==> src/rtl/spi_cfg_pkg.sv <==
package spi_cfg_pkg;

    localparam int FRAME_BITS = 16;
    localparam int ADDR_BITS  = 3;
    localparam int DATA_BITS  = 12;
    localparam int HDR_BITS   = 1 + ADDR_BITS;
    localparam int NUM_REGS   = 1 << ADDR_BITS;
    localparam int STAT_BITS  = 6;

    typedef logic [DATA_BITS-1:0] word_t;
    typedef logic [ADDR_BITS-1:0] addr_t;

    localparam addr_t STAT_ADDR = addr_t'(7);

    typedef struct packed {
        logic  rd;
        addr_t addr;
        word_t data;
    } frame_t;

    typedef struct packed {
        logic       enable;
        logic [1:0] gain;
        logic [1:0] dead;
        logic [7:0] torque;
        logic [7:0] toff;
        logic       pwm_mode;
        logic [7:0] tblank;
        logic [7:0] tdecay;
        logic [2:0] decay_mode;
        logic [1:0] ocp_th;
        logic [1:0] ocp_deg;
        logic [1:0] sink_time;
        logic [1:0] src_time;
        logic [1:0] sink_cur;
        logic [1:0] src_cur;
    } cfg_t;

    function automatic word_t wr_mask(addr_t a);
        case (a)
            3'd0:    return word_t'(12'hF01);
            3'd1:    return word_t'(12'h0FF);
            3'd2:    return word_t'(12'h1FF);
            3'd3:    return word_t'(12'h0FF);
            3'd4:    return word_t'(12'h7FF);
            3'd6:    return word_t'(12'hFFF);
            default: return '0;
        endcase
    endfunction

    function automatic word_t reset_val(addr_t a);
        case (a)
            3'd0:    return word_t'(12'h301);
            3'd1:    return word_t'(12'h0FF);
            3'd2:    return word_t'(12'h130);
            3'd3:    return word_t'(12'h080);
            3'd4:    return word_t'(12'h010);
            3'd6:    return word_t'(12'hFA5);
            default: return '0;
        endcase
    endfunction

endpackage

==> src/rtl/bit_sync.sv <==
module bit_sync #(
    parameter int STAGES = 2
) (
    input  logic clk,
    input  logic rst,
    input  logic d,
    output logic q
);
    logic [STAGES-1:0] pipe;

    always_ff @(posedge clk) begin
        if (rst) pipe <= '0;
        else     pipe <= {pipe[STAGES-2:0], d};
    end

    assign q = pipe[STAGES-1];
endmodule

==> src/rtl/spi_frame_rx.sv <==
module spi_frame_rx
    import spi_cfg_pkg::*;
#(
    parameter int SYNC_STAGES = 2
) (
    input  logic   clk,
    input  logic   rst,
    input  logic   sel,
    input  logic   sck,
    input  logic   sdi,
    input  word_t  rd_data,
    output addr_t  rd_addr,
    output logic   commit,
    output frame_t wframe,
    output logic   sdo
);
    localparam int CNT_W   = $clog2(FRAME_BITS + 2);
    localparam int CNT_MAX = FRAME_BITS + 1;

    logic sel_s, sck_s, sdi_s;
    logic sel_q, sck_q;
    logic [CNT_W-1:0]      cnt;
    logic [FRAME_BITS-1:0] sh;
    word_t                 tx;
    logic                  rd_phase;
    logic                  rise, start, fall;

    bit_sync #(.STAGES(SYNC_STAGES)) u_sync_sel (.clk(clk), .rst(rst), .d(sel), .q(sel_s));
    bit_sync #(.STAGES(SYNC_STAGES)) u_sync_sck (.clk(clk), .rst(rst), .d(sck), .q(sck_s));
    bit_sync #(.STAGES(SYNC_STAGES)) u_sync_sdi (.clk(clk), .rst(rst), .d(sdi), .q(sdi_s));

    assign rise  = sel_s & sck_s & ~sck_q;
    assign start = sel_s & ~sel_q;
    assign fall  = ~sel_s & sel_q;

    // index is complete once the last address bit arrives on this edge
    assign rd_addr = {sh[ADDR_BITS-2:0], sdi_s};

    always_ff @(posedge clk) begin
        if (rst) begin
            sel_q    <= 1'b0;
            sck_q    <= 1'b0;
            cnt      <= '0;
            sh       <= '0;
            tx       <= '0;
            rd_phase <= 1'b0;
        end else begin
            sel_q <= sel_s;
            sck_q <= sck_s;
            if (start) begin
                cnt      <= '0;
                rd_phase <= 1'b0;
            end else if (rise) begin
                sh <= {sh[FRAME_BITS-2:0], sdi_s};
                if (cnt != CNT_W'(CNT_MAX)) cnt <= cnt + 1'b1;
                if (cnt == CNT_W'(HDR_BITS - 1)) begin
                    tx       <= rd_data;
                    rd_phase <= sh[ADDR_BITS-1];
                end else begin
                    tx <= {tx[DATA_BITS-2:0], 1'b0};
                end
            end
            if (fall) rd_phase <= 1'b0;
        end
    end

    assign wframe = frame_t'(sh);
    assign commit = fall & (cnt == CNT_W'(FRAME_BITS)) & ~wframe.rd;
    assign sdo    = rd_phase & tx[DATA_BITS-1];
endmodule

==> src/rtl/spi_reg_bank.sv <==
module spi_reg_bank
    import spi_cfg_pkg::*;
(
    input  logic                                clk,
    input  logic                                rst,
    input  logic                                wr_en,
    input  addr_t                               wr_addr,
    input  word_t                               wr_data,
    input  addr_t                               rd_addr,
    input  logic [STAT_BITS-1:0]                fault_set,
    output word_t                               rd_data,
    output logic [NUM_REGS-1:0][DATA_BITS-1:0]  regs
);
    for (genvar i = 0; i < NUM_REGS; i++) begin : g_reg
        if (addr_t'(i) == STAT_ADDR) begin : g_status
            logic [STAT_BITS-1:0] st;
            logic [STAT_BITS-1:0] clr;
            assign clr = (wr_en && wr_addr == STAT_ADDR) ? ~wr_data[STAT_BITS-1:0] : '0;
            always_ff @(posedge clk) begin
                if (rst) st <= '0;
                else     st <= (st & ~clr) | fault_set;
            end
            assign regs[i] = {{(DATA_BITS-STAT_BITS){1'b0}}, st};
        end else begin : g_cfg
            word_t r;
            always_ff @(posedge clk) begin
                if (rst)
                    r <= reset_val(addr_t'(i));
                else if (wr_en && wr_addr == addr_t'(i))
                    r <= wr_data & wr_mask(addr_t'(i));
            end
            assign regs[i] = r;
        end
    end

    assign rd_data = regs[rd_addr];
endmodule

==> src/rtl/spi_cfg_slave.sv <==
module spi_cfg_slave
    import spi_cfg_pkg::*;
#(
    parameter int SYNC_STAGES = 2
) (
    input  logic                 clk,
    input  logic                 rst,
    input  logic                 spi_sel,
    input  logic                 spi_sck,
    input  logic                 spi_sdi,
    output logic                 spi_sdo,
    input  logic [STAT_BITS-1:0] fault_set,
    output logic                 drv_enable,
    output logic [1:0]           sense_gain,
    output logic [1:0]           dead_time,
    output logic [7:0]           torque,
    output logic [7:0]           off_time,
    output logic                 pwm_mode,
    output logic [7:0]           blank_time,
    output logic [7:0]           decay_time,
    output logic [2:0]           decay_mode,
    output logic [1:0]           ocp_thresh,
    output logic [1:0]           ocp_deglitch,
    output logic [1:0]           gate_sink_time,
    output logic [1:0]           gate_src_time,
    output logic [1:0]           gate_sink_cur,
    output logic [1:0]           gate_src_cur,
    output logic [STAT_BITS-1:0] status
);
    logic                               wr_commit;
    frame_t                             wr_frame;
    addr_t                              wr_addr;
    addr_t                              rd_addr;
    word_t                              rd_data;
    logic [NUM_REGS-1:0][DATA_BITS-1:0] regs;
    cfg_t                               cfg;

    spi_frame_rx #(.SYNC_STAGES(SYNC_STAGES)) u_rx (
        .clk     (clk),
        .rst     (rst),
        .sel     (spi_sel),
        .sck     (spi_sck),
        .sdi     (spi_sdi),
        .rd_data (rd_data),
        .rd_addr (rd_addr),
        .commit  (wr_commit),
        .wframe  (wr_frame),
        .sdo     (spi_sdo)
    );

    assign wr_addr = wr_frame.addr;

    spi_reg_bank u_bank (
        .clk       (clk),
        .rst       (rst),
        .wr_en     (wr_commit),
        .wr_addr   (wr_addr),
        .wr_data   (wr_frame.data),
        .rd_addr   (rd_addr),
        .fault_set (fault_set),
        .rd_data   (rd_data),
        .regs      (regs)
    );

    always_comb begin
        cfg.enable     = regs[0][0];
        cfg.gain       = regs[0][9:8];
        cfg.dead       = regs[0][11:10];
        cfg.torque     = regs[1][7:0];
        cfg.toff       = regs[2][7:0];
        cfg.pwm_mode   = regs[2][8];
        cfg.tblank     = regs[3][7:0];
        cfg.tdecay     = regs[4][7:0];
        cfg.decay_mode = regs[4][10:8];
        cfg.ocp_th     = regs[6][1:0];
        cfg.ocp_deg    = regs[6][3:2];
        cfg.sink_time  = regs[6][5:4];
        cfg.src_time   = regs[6][7:6];
        cfg.sink_cur   = regs[6][9:8];
        cfg.src_cur    = regs[6][11:10];
    end

    assign drv_enable     = cfg.enable;
    assign sense_gain     = cfg.gain;
    assign dead_time      = cfg.dead;
    assign torque         = cfg.torque;
    assign off_time       = cfg.toff;
    assign pwm_mode       = cfg.pwm_mode;
    assign blank_time     = cfg.tblank;
    assign decay_time     = cfg.tdecay;
    assign decay_mode     = cfg.decay_mode;
    assign ocp_thresh     = cfg.ocp_th;
    assign ocp_deglitch   = cfg.ocp_deg;
    assign gate_sink_time = cfg.sink_time;
    assign gate_src_time  = cfg.src_time;
    assign gate_sink_cur  = cfg.sink_cur;
    assign gate_src_cur   = cfg.src_cur;
    assign status         = regs[STAT_ADDR][STAT_BITS-1:0];
endmodule

==> config.mk <==
export PLATFORM = sky130hd
export DESIGN_NAME = spi_cfg_slave
export DESIGN_NICKNAME = d
export VERILOG_FILES = /design/src/rtl/spi_cfg_pkg.sv /design/src/rtl/bit_sync.sv /design/src/rtl/spi_frame_rx.sv /design/src/rtl/spi_reg_bank.sv /design/src/rtl/spi_cfg_slave.sv
export SDC_FILE = /design/constraint.sdc
export NUM_CORES = 1
export LEC_CHECK = 0
export CORE_MARGIN = 4
export CORE_UTILIZATION = 50
export DETAILED_ROUTE_END_ITERATION = 8
export PLACE_DENSITY = 0.76
export RECOVER_POWER = 25
export SLEW_MARGIN = 5
export SYNTH_ARGS = -nofsm -noshare
export SYNTH_HDL_FRONTEND = slang
export SYNTH_SLANG_ARGS = --single-unit
==> constraint.sdc <==
create_clock -name clk -period 2.41 [get_ports clk]
set_clock_uncertainty 0.2 [all_clocks]
set_input_delay 0.482 -clock clk [delete_from_list [all_inputs] [get_ports clk]]
set_output_delay 0.482 -clock clk [all_outputs]
set_load 0.1 [all_outputs]
==> impl.org <==
** Clock tree
- TritonCTS clock tree :: built
- Post-cts resize count :: 0
- The tree built by TritonCTS fans out to 101 sinks.
- The H-tree generated during clock tree synthesis spans 3 levels.
- Max clock buf depth :: 2
- Clk_lat worst skew :: 0.37 ns
- Clock-pin slew was measured on the worst setup and hold paths at 0.10 ns.
- Clock tree root driver cell :: sky130_fd_sc_hd__clkbuf_8
- The number of clock buffers added by TritonCTS is 9.
- Number of buffers inserted by post-CTS setup repair :: 0
- Buffers inserted to repair hold after CTS numbered 0.

** Power and ir drop
- Power spread over the standard cell area amounts to 595 nW/um^2.
- For this design the static power due to leakage is 0.00191 uW.
- Across the VDD grid, the largest voltage drop is 0.410 mV.
- Total Power :: 3050 uW

** Worst setup path
- Traced cell by cell, the critical path runs through or3b_1 > or4_1 > o21ai_0 > a21oi_1.
- In this run the critical register-to-register path is launched from u_rx.cnt[2].
- The worst setup path is launched from a register.
- Crit Path Class :: reg -> reg
- Counting buffers and inverters, the worst setup path is 4 cells deep.
- CP max stage cell :: sky130_fd_sc_hd__or4_1
- Along the worst path, the maximum fanout reaches 8.
- Delay of the slowest critical-path stage :: 0.74 ns
- Destination of the critical timing path :: u_bank.g_reg[7].g_status.st[4]
- FF-to-FF path depth :: 4
- Critical path launch point :: u_rx.cnt[2]
- The endpoint identified for the worst register-to-register timing path is u_bank.g_reg[7].g_status.st[4].
- The number of buffers and inverters on the critical path is 0.
- Critical path data required time :: 2.48 ns
- STA classifies the critical path endpoint as a register.
- Broken down by cell family, the worst path's largest delay share belongs to simple AND/OR/NAND/NOR gates.
- In this run the register-to-register setup slack is 0.08 ns.
- Data arrives at the worst endpoint at 2.40 ns.

** Yosys
- The mapped netlist covers 4280 sq um.
- Number of flops mapped to enable cells by yosys :: 0
- The share of the Yosys chip area taken by registers is 0.473.
- Dividing the synthesized area by the synthesized cell count gives 9.10 sq um.
- Adder-cell share of the synthesized area :: 0.00878
- After synthesis the netlist holds a flip-flop and latch count of 101.
- Prevailing post-synth register cell :: sky130_fd_sc_hd__dfxtp_1
- After synthesis, the netlist uses 43 different library cells.
- The share of synthesized area in the top cell type comes to 0.473.
- During synthesis, Yosys emitted a total of 0 warnings.
- Area fraction in compound gates after synthesis :: 0.144
- Of the total synthesized cell area, the portion taken by XOR and XNOR cells is 0.00819.
- Top cells by area in the synthesized netlist :: sky130_fd_sc_hd__dfxtp_1 47%, sky130_fd_sc_hd__mux2i_1 8.7%, sky130_fd_sc_hd__a21oi_1 6.4%
- Of the total synthesized cell area, the portion taken by AND, OR, NAND and NOR gates is 0.188.
- Gate count of the mapped netlist :: 470
- Dominant combinational cell family by area after synthesis :: simple AND/OR/NAND/NOR gates
- Of the post-synthesis cell area, the part taken by muxes is 0.126.
- When the netlist entered floorplanning its net count stood at 484.
- Area leader, netlist :: sky130_fd_sc_hd__dfxtp_1
- In the synthesized netlist the async set-or-reset flop fraction comes to 0.

** Placement
- Detailed placement finished with a half-perimeter wire length of 7.42 mm.
- Routability-driven placement finished with a final weighted congestion of 0.890.
- Buffers placed on the I/O ports in this run total 70.

** Global routing
- Antenna violations before repair :: 0
- Global routing finished with a remaining overflow of 0.
- The number of global-route vias before repair was 3492.
- Global-route wire length before repair :: 17.7 mm
- Pin count of the biggest net entering global routing :: 52
- For this run, the total global-route usage over all layers was measured as 0.220.

** Floorplanning
- Number of cell rows :: 33
- The die is 100 um tall.
- # IOs :: 71
- Width of the die :: 100 um
- The floorplan step defined a core boundary enclosing 8260 sq um.
- Initial Utilization :: 0.518
- Die ar. :: 10100 sq um

** Routing
- In the routed design, unresolved DRC markers number 0.
- The final layout contains routed wiring with a total length of 10.8 mm.
- Average wire length per cell after detail routing :: 16.8 um
- Number of routed nets with antenna violations :: 0
- Count of routing violations after the opening detailed-route iteration :: 196
- For this run, the detailed router's first-pass iteration total came to 5.
- Vias :: 3628
- In the routed layout, each cell is associated on average with a via count of 5.65.

** Run status
- The run finished with clean final reports.

** Timing
- Max transition margin :: 0.282
- Derived from the worst setup path, the maximum achievable clock frequency is 429 MHz.
- The number of endpoints with negative hold slack in the final report is 0.
- Crit share post-route :: 0.968
- At the pin with the least slew margin, the transition time is 1.08 ns.
- The smallest clock period supported by the final layout is computed as 2.33 ns.
- Number of max-slew violations in the final report :: 0
- Setup total negative slack :: 0 ns
- Setup repair after global routing left no endpoint under its margin.
- Setup violations remaining at the end of the flow were counted as 0.

** Flow run
- Number of max-cap violations :: 0

** Final layout
- Number of fill cells :: 734
- The multi-input combinational cells in the finished layout cover a total of 2030 sq um.
- Relative to the synthesized area, the layout overhead comes to 19.8%.
- Leaving out fill and tap cells, the most frequent cell in the layout is sky130_fd_sc_hd__dfxtp_1.
- Register cell area after layout :: 2020 sq um
- In the layout the commonest cells are 101 x sky130_fd_sc_hd__dfxtp_1, 60 x sky130_fd_sc_hd__nor2_1, 55 x sky130_fd_sc_hd__a21oi_1, 55 x sky130_fd_sc_hd__buf_4, 37 x sky130_fd_sc_hd__mux2i_1.
- For this run, the share of the core covered by cells in the final layout is 0.620.
- 0 antenna diodes ended up in the layout.
- Final net count :: 546
- In the final layout, the share of cells above drive strength 1 is 0.223.

** Hold path
- The min-delay analysis places its worst path in the category reg -> reg.
[how the worst min path moves through the flow]
stage	startpoint	cells after the start	endpoint	slack (ns)
after floorplan	u_rx.u_sync_sck.pipe[0]	1	u_rx.u_sync_sck.pipe[1]	0.21
final	u_rx.u_sync_sel.pipe[0]	1	u_rx.u_sync_sel.pipe[1]	0.24
after CTS	u_rx.u_sync_sel.pipe[0]	1	u_rx.u_sync_sel.pipe[1]	0.25
after global placement	u_rx.u_sync_sel.pipe[0]	1	u_rx.u_sync_sel.pipe[1]	0.22
after global routing	u_rx.u_sync_sdi.pipe[0]	1	u_rx.u_sync_sdi.pipe[1]	0.26
after detailed placement	u_rx.u_sync_sel.pipe[0]	1	u_rx.u_sync_sel.pipe[1]	0.23
[flip-flops by register name, summed over array words and instances, names as in the netlist, 2 cells and up]
signal                cells
u_rx.wframe              16
u_rx.u_sync_sel.pipe      2
u_rx.u_sync_sdi.pipe      2
u_rx.cnt                  5
u_rx.u_sync_sck.pipe      2
u_bank.g.g_status.st      6
u_rx.tx                  12
u_bank.g.g_cfg.r         53
[final cells by class]
| type | instances | area share |
|---|---|---|
| clock buffers | 10 | 0.0269 |
| clock inverters | 6 | 0.0164 |
| inverters | 11 | 0.00806 |
| multi-input cells | 317 | 0.397 |
| flip-flops and latches | 101 | 0.395 |
| well taps | 105 | 0.0256 |
| repair buffers | 92 | 0.131 |
[cell families (layout without fill, tap and decap cells)]
group	after synthesis	after routing
buf+inv	52	119
fa+ha+maj	3	3
xor+xnor	4	4
compound gates	101	101
flops	101	101
simple gates	159	159
mux	50	50
[report_power, final]
part / switching [uW] / internal [uW]
logic: 110 / 49.2
clock network: 585 / 612
registers: 11.7 / 1680
[metal layers]
metal,global-route usage,vias to the layer above,wire (um)
li1,-,1764,-
met1,0.293,1718,4610
met2,0.349,121,5280
met3,0.0436,25,603
met4,0.0933,0,273
met5,0,-,0
[worst reg2reg max path, cell delays in order (launching register included)]
cell and delay, ns:
sky130_fd_sc_hd__dfxtp_1 0.36, sky130_fd_sc_hd__or3b_1 0.62, sky130_fd_sc_hd__or4_1 0.74, sky130_fd_sc_hd__o21ai_0 0.24
sky130_fd_sc_hd__a21oi_1 0.09
[synth_stat cells, drive strengths merged (2+ instances only)]
cell / count
ha: 3
a22oi: 10
xor2: 3
nor2b: 9
inv: 11
o22ai: 2
mux2i: 37
dfxtp: 101
nand2b: 5
buf: 12
nor2: 60
o21ai: 9
clkbuf: 29
mux2: 11
mux4: 2
nand4: 2
or4: 2
a211oi: 11
a211o: 5
nand2: 36
nor4: 7
nor3: 27
a221oi: 5
a21oi: 55
nand3: 3
[through the flow]
stage | hold slack [ns] | setup WS [ns] | instances | cell area, sq um
2_1_floorplan | 0.214 | 0.259 | 470 | 4280
3_3_place_gp | 0.224 | 0.164 | 626 | 4970
3_5_place_dp | 0.230 | 0.0783 | 626 | 4970
4_1_cts | 0.252 | 0.0743 | 642 | 5190
5_1_grt | 0.263 | 0.00145 | 642 | 5120
6_report | 0.244 | 0.0772 | 642 | 5120
No activity file was read; power rests on OpenSTA's default activity.
